===== src/rtl/rng_regfront_pkg.sv =====
package rng_regfront_pkg;
   localparam int REG_W     = 32;

   localparam int OFS_CTRL  = 'h0;
   localparam int OFS_STAT  = 'h4;
   localparam int OFS_DATA  = 'h8;

   localparam int CB_EN     = 2;
   localparam int CB_IE     = 3;
   localparam int CB_NOCED  = 5;
   localparam int CB_CRST   = 30;
   localparam int CFG_LSB   = 8;
   localparam int CFG_MSB   = 25;
   localparam int DIV_LSB   = 16;
   localparam int DIV_MSB   = 19;
   localparam int CFG_W     = CFG_MSB - CFG_LSB + 1;
   localparam int DIV_W     = DIV_MSB - DIV_LSB + 1;

   localparam int SB_RDY    = 0;
   localparam int SB_CCUR   = 1;
   localparam int SB_SCUR   = 2;
   localparam int SB_CSTK   = 5;
   localparam int SB_SSTK   = 6;

   localparam logic [REG_W-1:0] CR_MASK =
      (32'h1 << CB_EN) | (32'h1 << CB_IE) | (32'h1 << CB_NOCED) |
      (32'h1 << CB_CRST) | (((32'h1 << CFG_W) - 32'h1) << CFG_LSB);
endpackage


===== src/rtl/rng_word_fifo.sv =====
module rng_word_fifo #(
   parameter int W     = 32,
   parameter int DEPTH = 4
) (
   input  logic         clk,
   input  logic         rst_n,
   input  logic         flush_i,
   input  logic         push_i,
   input  logic [W-1:0] din_i,
   input  logic         pop_i,
   output logic [W-1:0] dout_o,
   output logic         empty_o,
   output logic         full_o
);
   localparam int CW = $clog2(DEPTH + 1);

   logic [CW-1:0] count_q;
   logic          do_push, do_pop;

   initial begin : elab_chk
      if (DEPTH < 1) $error("rng_word_fifo: DEPTH must be at least 1");
      if (W < 1)     $error("rng_word_fifo: W must be at least 1");
   end

   assign full_o  = (count_q == CW'(DEPTH));
   assign empty_o = (count_q == '0);
   assign do_push = push_i & ~full_o;
   assign do_pop  = pop_i & ~empty_o;

   always_ff @(posedge clk or negedge rst_n) begin
      if (!rst_n)                  count_q <= '0;
      else if (flush_i)            count_q <= '0;
      else if (do_push && !do_pop) count_q <= count_q + 1'b1;
      else if (do_pop && !do_push) count_q <= count_q - 1'b1;
   end

   generate
      if (DEPTH == 1) begin : g_single
         logic [W-1:0] word_q;
         always_ff @(posedge clk) begin
            if (do_push) word_q <= din_i;
         end
         assign dout_o = word_q;
      end else begin : g_ring
         localparam int PW = $clog2(DEPTH);
         logic [W-1:0]  mem_q [DEPTH];
         logic [PW-1:0] wp_q, rp_q;

         always_ff @(posedge clk) begin
            if (do_push) mem_q[wp_q] <= din_i;
         end

         always_ff @(posedge clk or negedge rst_n) begin
            if (!rst_n) begin
               wp_q <= '0;
               rp_q <= '0;
            end else if (flush_i) begin
               wp_q <= '0;
               rp_q <= '0;
            end else begin
               if (do_push) wp_q <= (wp_q == PW'(DEPTH - 1)) ? '0 : wp_q + 1'b1;
               if (do_pop)  rp_q <= (rp_q == PW'(DEPTH - 1)) ? '0 : rp_q + 1'b1;
            end
         end
         assign dout_o = mem_q[rp_q];
      end
   endgenerate
endmodule


===== src/rtl/rng_ctl_reg.sv =====
module rng_ctl_reg
   import rng_regfront_pkg::*;
(
   input  logic             clk,
   input  logic             rst_n,
   input  logic             wr_i,
   input  logic [REG_W-1:0] wdata_i,
   output logic [REG_W-1:0] ctl_o,
   output logic [CFG_W-1:0] cfg_o,
   output logic             run_o
);
   logic [REG_W-1:0] ctl_q;
   logic [CFG_W-1:0] cfg_q;
   logic             release_w;

   // Release: conditioning reset goes 1 -> 0 while enable is written 1.
   assign release_w = wr_i & ctl_q[CB_CRST] & ~wdata_i[CB_CRST] & wdata_i[CB_EN];

   always_ff @(posedge clk or negedge rst_n) begin
      if (!rst_n) begin
         ctl_q <= '0;
         cfg_q <= '0;
      end else begin
         if (wr_i)      ctl_q <= wdata_i & CR_MASK;
         if (release_w) cfg_q <= wdata_i[CFG_MSB:CFG_LSB];
      end
   end

   assign ctl_o = ctl_q;
   assign cfg_o = cfg_q;
   assign run_o = ctl_q[CB_EN] & ~ctl_q[CB_CRST];
endmodule


===== src/rtl/rng_err_track.sv =====
module rng_err_track (
   input  logic clk,
   input  logic rst_n,
   input  logic seed_fault_i,
   input  logic clk_fault_i,
   input  logic noced_i,
   input  logic stat_wr_i,
   input  logic wr_seed_bit_i,
   input  logic wr_clk_bit_i,
   output logic seed_cur_o,
   output logic seed_stk_o,
   output logic clk_cur_o,
   output logic clk_stk_o
);
   logic s_cur_q, s_stk_q, c_cur_q, c_stk_q;

   always_ff @(posedge clk or negedge rst_n) begin
      if (!rst_n) begin
         s_cur_q <= 1'b0;
         s_stk_q <= 1'b0;
         c_cur_q <= 1'b0;
         c_stk_q <= 1'b0;
      end else begin
         s_cur_q <= seed_fault_i;
         c_cur_q <= clk_fault_i & ~noced_i;
         // a live condition wins over a clear written in the same cycle
         if (s_cur_q)                         s_stk_q <= 1'b1;
         else if (stat_wr_i && !wr_seed_bit_i) s_stk_q <= 1'b0;
         if (c_cur_q)                         c_stk_q <= 1'b1;
         else if (stat_wr_i && !wr_clk_bit_i)  c_stk_q <= 1'b0;
      end
   end

   assign seed_cur_o = s_cur_q;
   assign seed_stk_o = s_stk_q;
   assign clk_cur_o  = c_cur_q;
   assign clk_stk_o  = c_stk_q;
endmodule


===== src/rtl/rng_regfront.sv =====
module rng_regfront
   import rng_regfront_pkg::*;
#(
   parameter int ADDR_W = 4,
   parameter int DEPTH  = 4
) (
   input  logic              clk,
   input  logic              rst_n,
   input  logic              bus_valid_i,
   input  logic              bus_write_i,
   input  logic [ADDR_W-1:0] bus_addr_i,
   input  logic [REG_W-1:0]  bus_wdata_i,
   output logic [REG_W-1:0]  bus_rdata_o,
   input  logic              ent_valid_i,
   input  logic [REG_W-1:0]  ent_data_i,
   output logic              ent_ready_o,
   input  logic              seed_fault_i,
   input  logic              clk_fault_i,
   output logic              irq_o,
   output logic [CFG_W-1:0]  cfg_o,
   output logic [DIV_W-1:0]  div_exp_o
);
   initial begin : elab_chk
      if (ADDR_W < 4) $error("rng_regfront: ADDR_W must reach offset 0x8");
      if (DEPTH < 1)  $error("rng_regfront: DEPTH must be at least 1");
   end

   logic             sel_ctl, sel_stat, sel_data;
   logic [REG_W-1:0] ctl_q, stat_w, fifo_dout;
   logic             run_w, s_cur, s_stk, c_cur, c_stk;
   logic             fifo_empty, fifo_full, flush_w, push_w, pop_w;
   logic             drdy_q;

   assign sel_ctl  = (bus_addr_i == ADDR_W'(OFS_CTRL));
   assign sel_stat = (bus_addr_i == ADDR_W'(OFS_STAT));
   assign sel_data = (bus_addr_i == ADDR_W'(OFS_DATA));

   rng_ctl_reg u_ctl (
      .clk     (clk),
      .rst_n   (rst_n),
      .wr_i    (bus_valid_i & bus_write_i & sel_ctl),
      .wdata_i (bus_wdata_i),
      .ctl_o   (ctl_q),
      .cfg_o   (cfg_o),
      .run_o   (run_w)
   );

   rng_err_track u_err (
      .clk           (clk),
      .rst_n         (rst_n),
      .seed_fault_i  (seed_fault_i),
      .clk_fault_i   (clk_fault_i),
      .noced_i       (ctl_q[CB_NOCED]),
      .stat_wr_i     (bus_valid_i & bus_write_i & sel_stat),
      .wr_seed_bit_i (bus_wdata_i[SB_SSTK]),
      .wr_clk_bit_i  (bus_wdata_i[SB_CSTK]),
      .seed_cur_o    (s_cur),
      .seed_stk_o    (s_stk),
      .clk_cur_o     (c_cur),
      .clk_stk_o     (c_stk)
   );

   assign flush_w     = ~run_w | s_cur;
   assign ent_ready_o = run_w & ~s_cur & ~s_stk & ~drdy_q & ~fifo_full;
   assign push_w      = ent_valid_i & ent_ready_o;
   assign pop_w       = bus_valid_i & ~bus_write_i & sel_data & drdy_q & ~fifo_empty;

   rng_word_fifo #(.W(REG_W), .DEPTH(DEPTH)) u_fifo (
      .clk     (clk),
      .rst_n   (rst_n),
      .flush_i (flush_w),
      .push_i  (push_w),
      .din_i   (ent_data_i),
      .pop_i   (pop_w),
      .dout_o  (fifo_dout),
      .empty_o (fifo_empty),
      .full_o  (fifo_full)
   );

   // burst flag: raised on a full FIFO, dropped once the burst is drained
   always_ff @(posedge clk or negedge rst_n) begin
      if (!rst_n)          drdy_q <= 1'b0;
      else if (flush_w)    drdy_q <= 1'b0;
      else if (fifo_full)  drdy_q <= 1'b1;
      else if (fifo_empty) drdy_q <= 1'b0;
   end

   always_comb begin
      stat_w          = '0;
      stat_w[SB_RDY]  = drdy_q;
      stat_w[SB_CCUR] = c_cur;
      stat_w[SB_SCUR] = s_cur;
      stat_w[SB_CSTK] = c_stk;
      stat_w[SB_SSTK] = s_stk;
   end

   always_comb begin
      bus_rdata_o = '0;
      if (sel_ctl)       bus_rdata_o = ctl_q;
      else if (sel_stat) bus_rdata_o = stat_w;
      else if (sel_data && drdy_q && !fifo_empty) bus_rdata_o = fifo_dout;
   end

   assign irq_o     = ctl_q[CB_IE] & (drdy_q | c_stk | s_stk);
   assign div_exp_o = cfg_o[DIV_MSB-CFG_LSB:DIV_LSB-CFG_LSB];
endmodule


===== config.mk =====
export PLATFORM = sky130hd
export DESIGN_NAME = rng_regfront
export DESIGN_NICKNAME = d
export VERILOG_FILES = /design/src/rtl/rng_regfront_pkg.sv /design/src/rtl/rng_word_fifo.sv /design/src/rtl/rng_ctl_reg.sv /design/src/rtl/rng_err_track.sv /design/src/rtl/rng_regfront.sv
export SDC_FILE = /design/constraint.sdc
export NUM_CORES = 1
export LEC_CHECK = 0
export CORE_MARGIN = 2
export CORE_UTILIZATION = 52
export CTS_CLUSTER_SIZE = 40
export DETAILED_ROUTE_END_ITERATION = 12
export DONT_BUFFER_PORTS = 1
export PLACE_DENSITY_LB_ADDON = 0.15
export SYNTH_ARGS = -nofsm -noshare
export SYNTH_HDL_FRONTEND = slang
export SYNTH_HIERARCHICAL = 1
export SYNTH_SLANG_ARGS = --single-unit

===== constraint.sdc =====
create_clock -name clk -period 3.7 [get_ports clk]
set_input_delay 0.37 -clock clk [delete_from_list [all_inputs] [get_ports clk]]
set_output_delay 0.37 -clock clk [all_outputs]
set_load 0.005 [all_outputs]

==> results.sh <==
export IMPL_status="finished, final reports clean"
export IMPL_crit_family="simple AND/OR/NAND/NOR gates"
export IMPL_h_tree_depth=4
export IMPL_fin_crit_sh_pct=79.48
export IMPL_path_buf_inv=1
export IMPL_placed_area_um2=7510
export IMPL_syn_avg_cell_area_um2=18.72
export IMPL_yosysTopAreaCell="edfxtp_1"
export IMPL_synth_area_um2=7412
export IMPL_cap_viol_max_count=0
export IMPL_clock_sinks=180
export IMPL_min_path_type="primary input to register"
export IMPL_synth_seq_cells=180
export IMPL_final_cell_area_um2=8200
export IMPL_die_w_um=123.4
export IMPL_core_um2=13880
export IMPL_clk_path_buf_depth=2
export IMPL_vias_per_cell=5.857
export IMPL_drtPass1Iterations=4
export IMPL_maxSlewViolCount=0
export IMPL_rows=43
export IMPL_fmax_ghz=0.3401
export IMPL_cts_resized_gates=0
export IMPL_antenna_left=0
export IMPL_final_nets=483
export IMPL_layout_setup_ws_ps=759.3
export IMPL_drtIter0Drc=207
export IMPL_mostFrequentLayoutCells="edfxtp_1, dfrtp_1, mux4_2"
export IMPL_post_place_ws_ps=751.5
export IMPL_antenna_found_initial=0
export IMPL_hold_slack_ps=41.56
export IMPL_setup_viol=0
export IMPL_grt_pass1_vias=3698
export IMPL_cts_tree="built"
export IMPL_path_cells="nor2b_1, nand2b_1, nor4_1, and2_1, inv_1, nor2_1, ha_1, fa_1, xnor2_1, or3_1, a21oi_1"
export IMPL_gp_congestion=0.8076
export IMPL_wire_per_inst_um=22.55
export IMPL_yosys_warnings=6
export IMPL_syn_instance_count=396
export IMPL_layoutNonFillerInstCount=594
export IMPL_drive_above_1_share_pct=28.74
export IMPL_p_leak_nw=2.969
export IMPL_start_util_pct=53.40
export IMPL_peakVddDrop_mv=0.3778
export IMPL_clock_root_buffer="clkbuf_16"
export IMPL_grt_max_degree=53
export IMPL_tns_ps=0
export IMPL_ys_types=41
export IMPL_overflow=0
export IMPL_worst_slew_pin_slew_ps=944.4
export IMPL_placed_cells=559
export IMPL_rsz0062_at_grt="false"
export IMPL_required_ps=4040
export IMPL_p_per_area_nw_per_um2=522.6
export IMPL_clk_latency_ps=420
export IMPL_synth_top_area_share_pct=51.86
export IMPL_setup_worst_path_end_class="register"
export IMPL_num_vias=3479
export IMPL_antenna_cells=0
export IMPL_cp_slowest_cell="nor4_1"
export IMPL_grt_pass1_wl_mm=20.54
export IMPL_dp_hpwl_mm=8.226
export IMPL_grt_util_all_layers_pct=19.13
export IMPL_remaining_drc_errors=0
export IMPL_hold_buffers=3
export IMPL_hold_violations=0
export IMPL_finalClockSkew_ps=7.195
export IMPL_die_area_um2=15230
export IMPL_finalCriticalPeriod_ps=2941
export IMPL_syn2layout_area_growth_pct=10.63
export IMPL_final_util_pct=59.08
export IMPL_relSlewSlack_pct=37.04
export IMPL_io_pins=131
export IMPL_arrival_ps=3280
export IMPL_wl_mm=13.39
export IMPL_synth_yosys_seq_area_share_pct=69.41
export IMPL_die_y_um=123.4
export IMPL_max_stage_delay_ps=460
export IMPL_cts_buffers=17
export IMPL_synth_top_cells_by_area="edfxtp_1, dfrtp_1, mux4_2, mux2_2, a22o_1"
export IMPL_post_cts_buffers=0
export IMPL_portBuffers=0
export IMPL_clk_pin_slew_worst_paths_ps=60
export IMPL_startpoint_type="register"
export IMPL_cp_max_fo=10
export IMPL_criticalPathCategory="register to register"
export IMPL_final_common_cell="edfxtp_1"
export IMPL_power_mw=4.286
## worst reg2reg max path, stage by stage, from the launching register on
cell,delay (ps)
dfrtp_1,450
nor2b_1,140
nand2b_1,240
nor4_1,470
and2_1,320
inv_1,80
nor2_1,190
ha_1,240
fa_1,200
xnor2_1,90
or3_1,310
a21oi_1,140
## path summary, 6_finish.rpt
path                       slack [ps]            start                   endpoint  cells past startpoint
setup / recovery                  760  u_ctl/ctl_o[30]          u_fifo/count_q[2]                     11
hold / removal                     40    ent_data_i[3]  u_fifo/g_ring.mem_q[2][3]                      0
setup reg to reg                  760  u_ctl/ctl_o[30]          u_fifo/count_q[2]                     11
hold reg to reg                   450   u_ctl/ctl_o[5]            u_err/clk_cur_o                      1
max in group asynchronous        2980            rst_n      u_fifo/g_ring.rp_q[1]                      2
min in group asynchronous         480            rst_n            u_ctl/ctl_o[18]                      2
## flip-flops by register name, indices dropped and copies added, names as in the netlist
register / flops
u_err/clk_stk_o: 1
drdy_q: 1
u_err/clk_cur_o: 1
u_fifo/g_ring.mem_q: 128
u_ctl/cfg_o: 18
u_err/seed_cur_o: 1
u_err/seed_stk_o: 1
u_fifo/g_ring.rp_q: 2
u_fifo/g_ring.wp_q: 2
u_fifo/count_q: 3
u_ctl/ctl_o: 22
## cell families after synthesis
kind of cell               after synthesis  synth area share (%)
and+or+nand+nor                         40                 3.680
buffers and inverters                   45                 3.781
AOI/OAI and AO/OA                       48                 5.115
xor gates and xnor gates                 2                0.2364
other                                    1               0.05059
DFF                                    180                 69.41
muxes                                   73                 16.44
adders and majority gates                7                 1.283
## area by class of cell
| cell class | instances | area [µm²] |
|---|---|---|
| clock buffers | 23 | 467.9 |
| clock inverters | 9 | 175.2 |
| inverters | 11 | 42.54 |
| multi-input cells | 180 | 2034 |
| flip-flops and latches | 180 | 5147 |
| well taps | 180 | 225.2 |
| repair buffers | 11 | 107.6 |
| fillers | 991 | 5680 |
## report_power, final
group          internal (mW)  total (mW)  leakage (nW)  switching (mW)
clock                   1.23        1.93         0.309           0.695
combinational         0.0599       0.106         0.828          0.0461
sequential              2.22        2.25          1.83          0.0340
total                   3.51        4.29          2.97           0.775
## synthesized netlist by cell type
master / count
o21ai_0: 2
ha_1: 6
o31ai_1: 1
nor3_1: 3
mux4_2: 32
nor2b_1: 3
a32oi_1: 5
xnor2_1: 1
nand3_1: 2
and3b_1: 1
dfrtp_1: 52
nor2_1: 7
clkbuf_1: 2
or3_1: 2
mux2i_1: 1
mux2_4: 10
conb_1: 1
clkinv_2: 1
and4_1: 1
nor4_2: 1
o31ai_2: 1
and3_1: 5
a21o_1: 2
buf_6: 4
buf_2: 10
and2_1: 2
nand4b_4: 1
nand2_1: 1
buf_4: 18
edfxtp_1: 128
fa_1: 1
a22o_1: 27
a21oi_1: 9
inv_1: 10
o31a_1: 1
or3b_1: 1
xor2_1: 1
nand2b_1: 8
nor4_1: 1
mux2_2: 30
nor4b_4: 1
## per-layer routing
| layer | wire (µm) | global-route usage, % | part of all wire (%) | vias to the layer above |
|---|---|---|---|---|
| met5 | 0 | 0 | 0 | - |
| met4 | 176 | 6.889 | 1.3 | 0 |
| met2 | 6657 | 30.43 | 50 | 101 |
| met1 | 5485 | 23.71 | 41 | 1818 |
| li1 | - | - | - | 1549 |
| met3 | 1072 | 7.841 | 8.0 | 11 |
(Power assumes the default switching activity.)
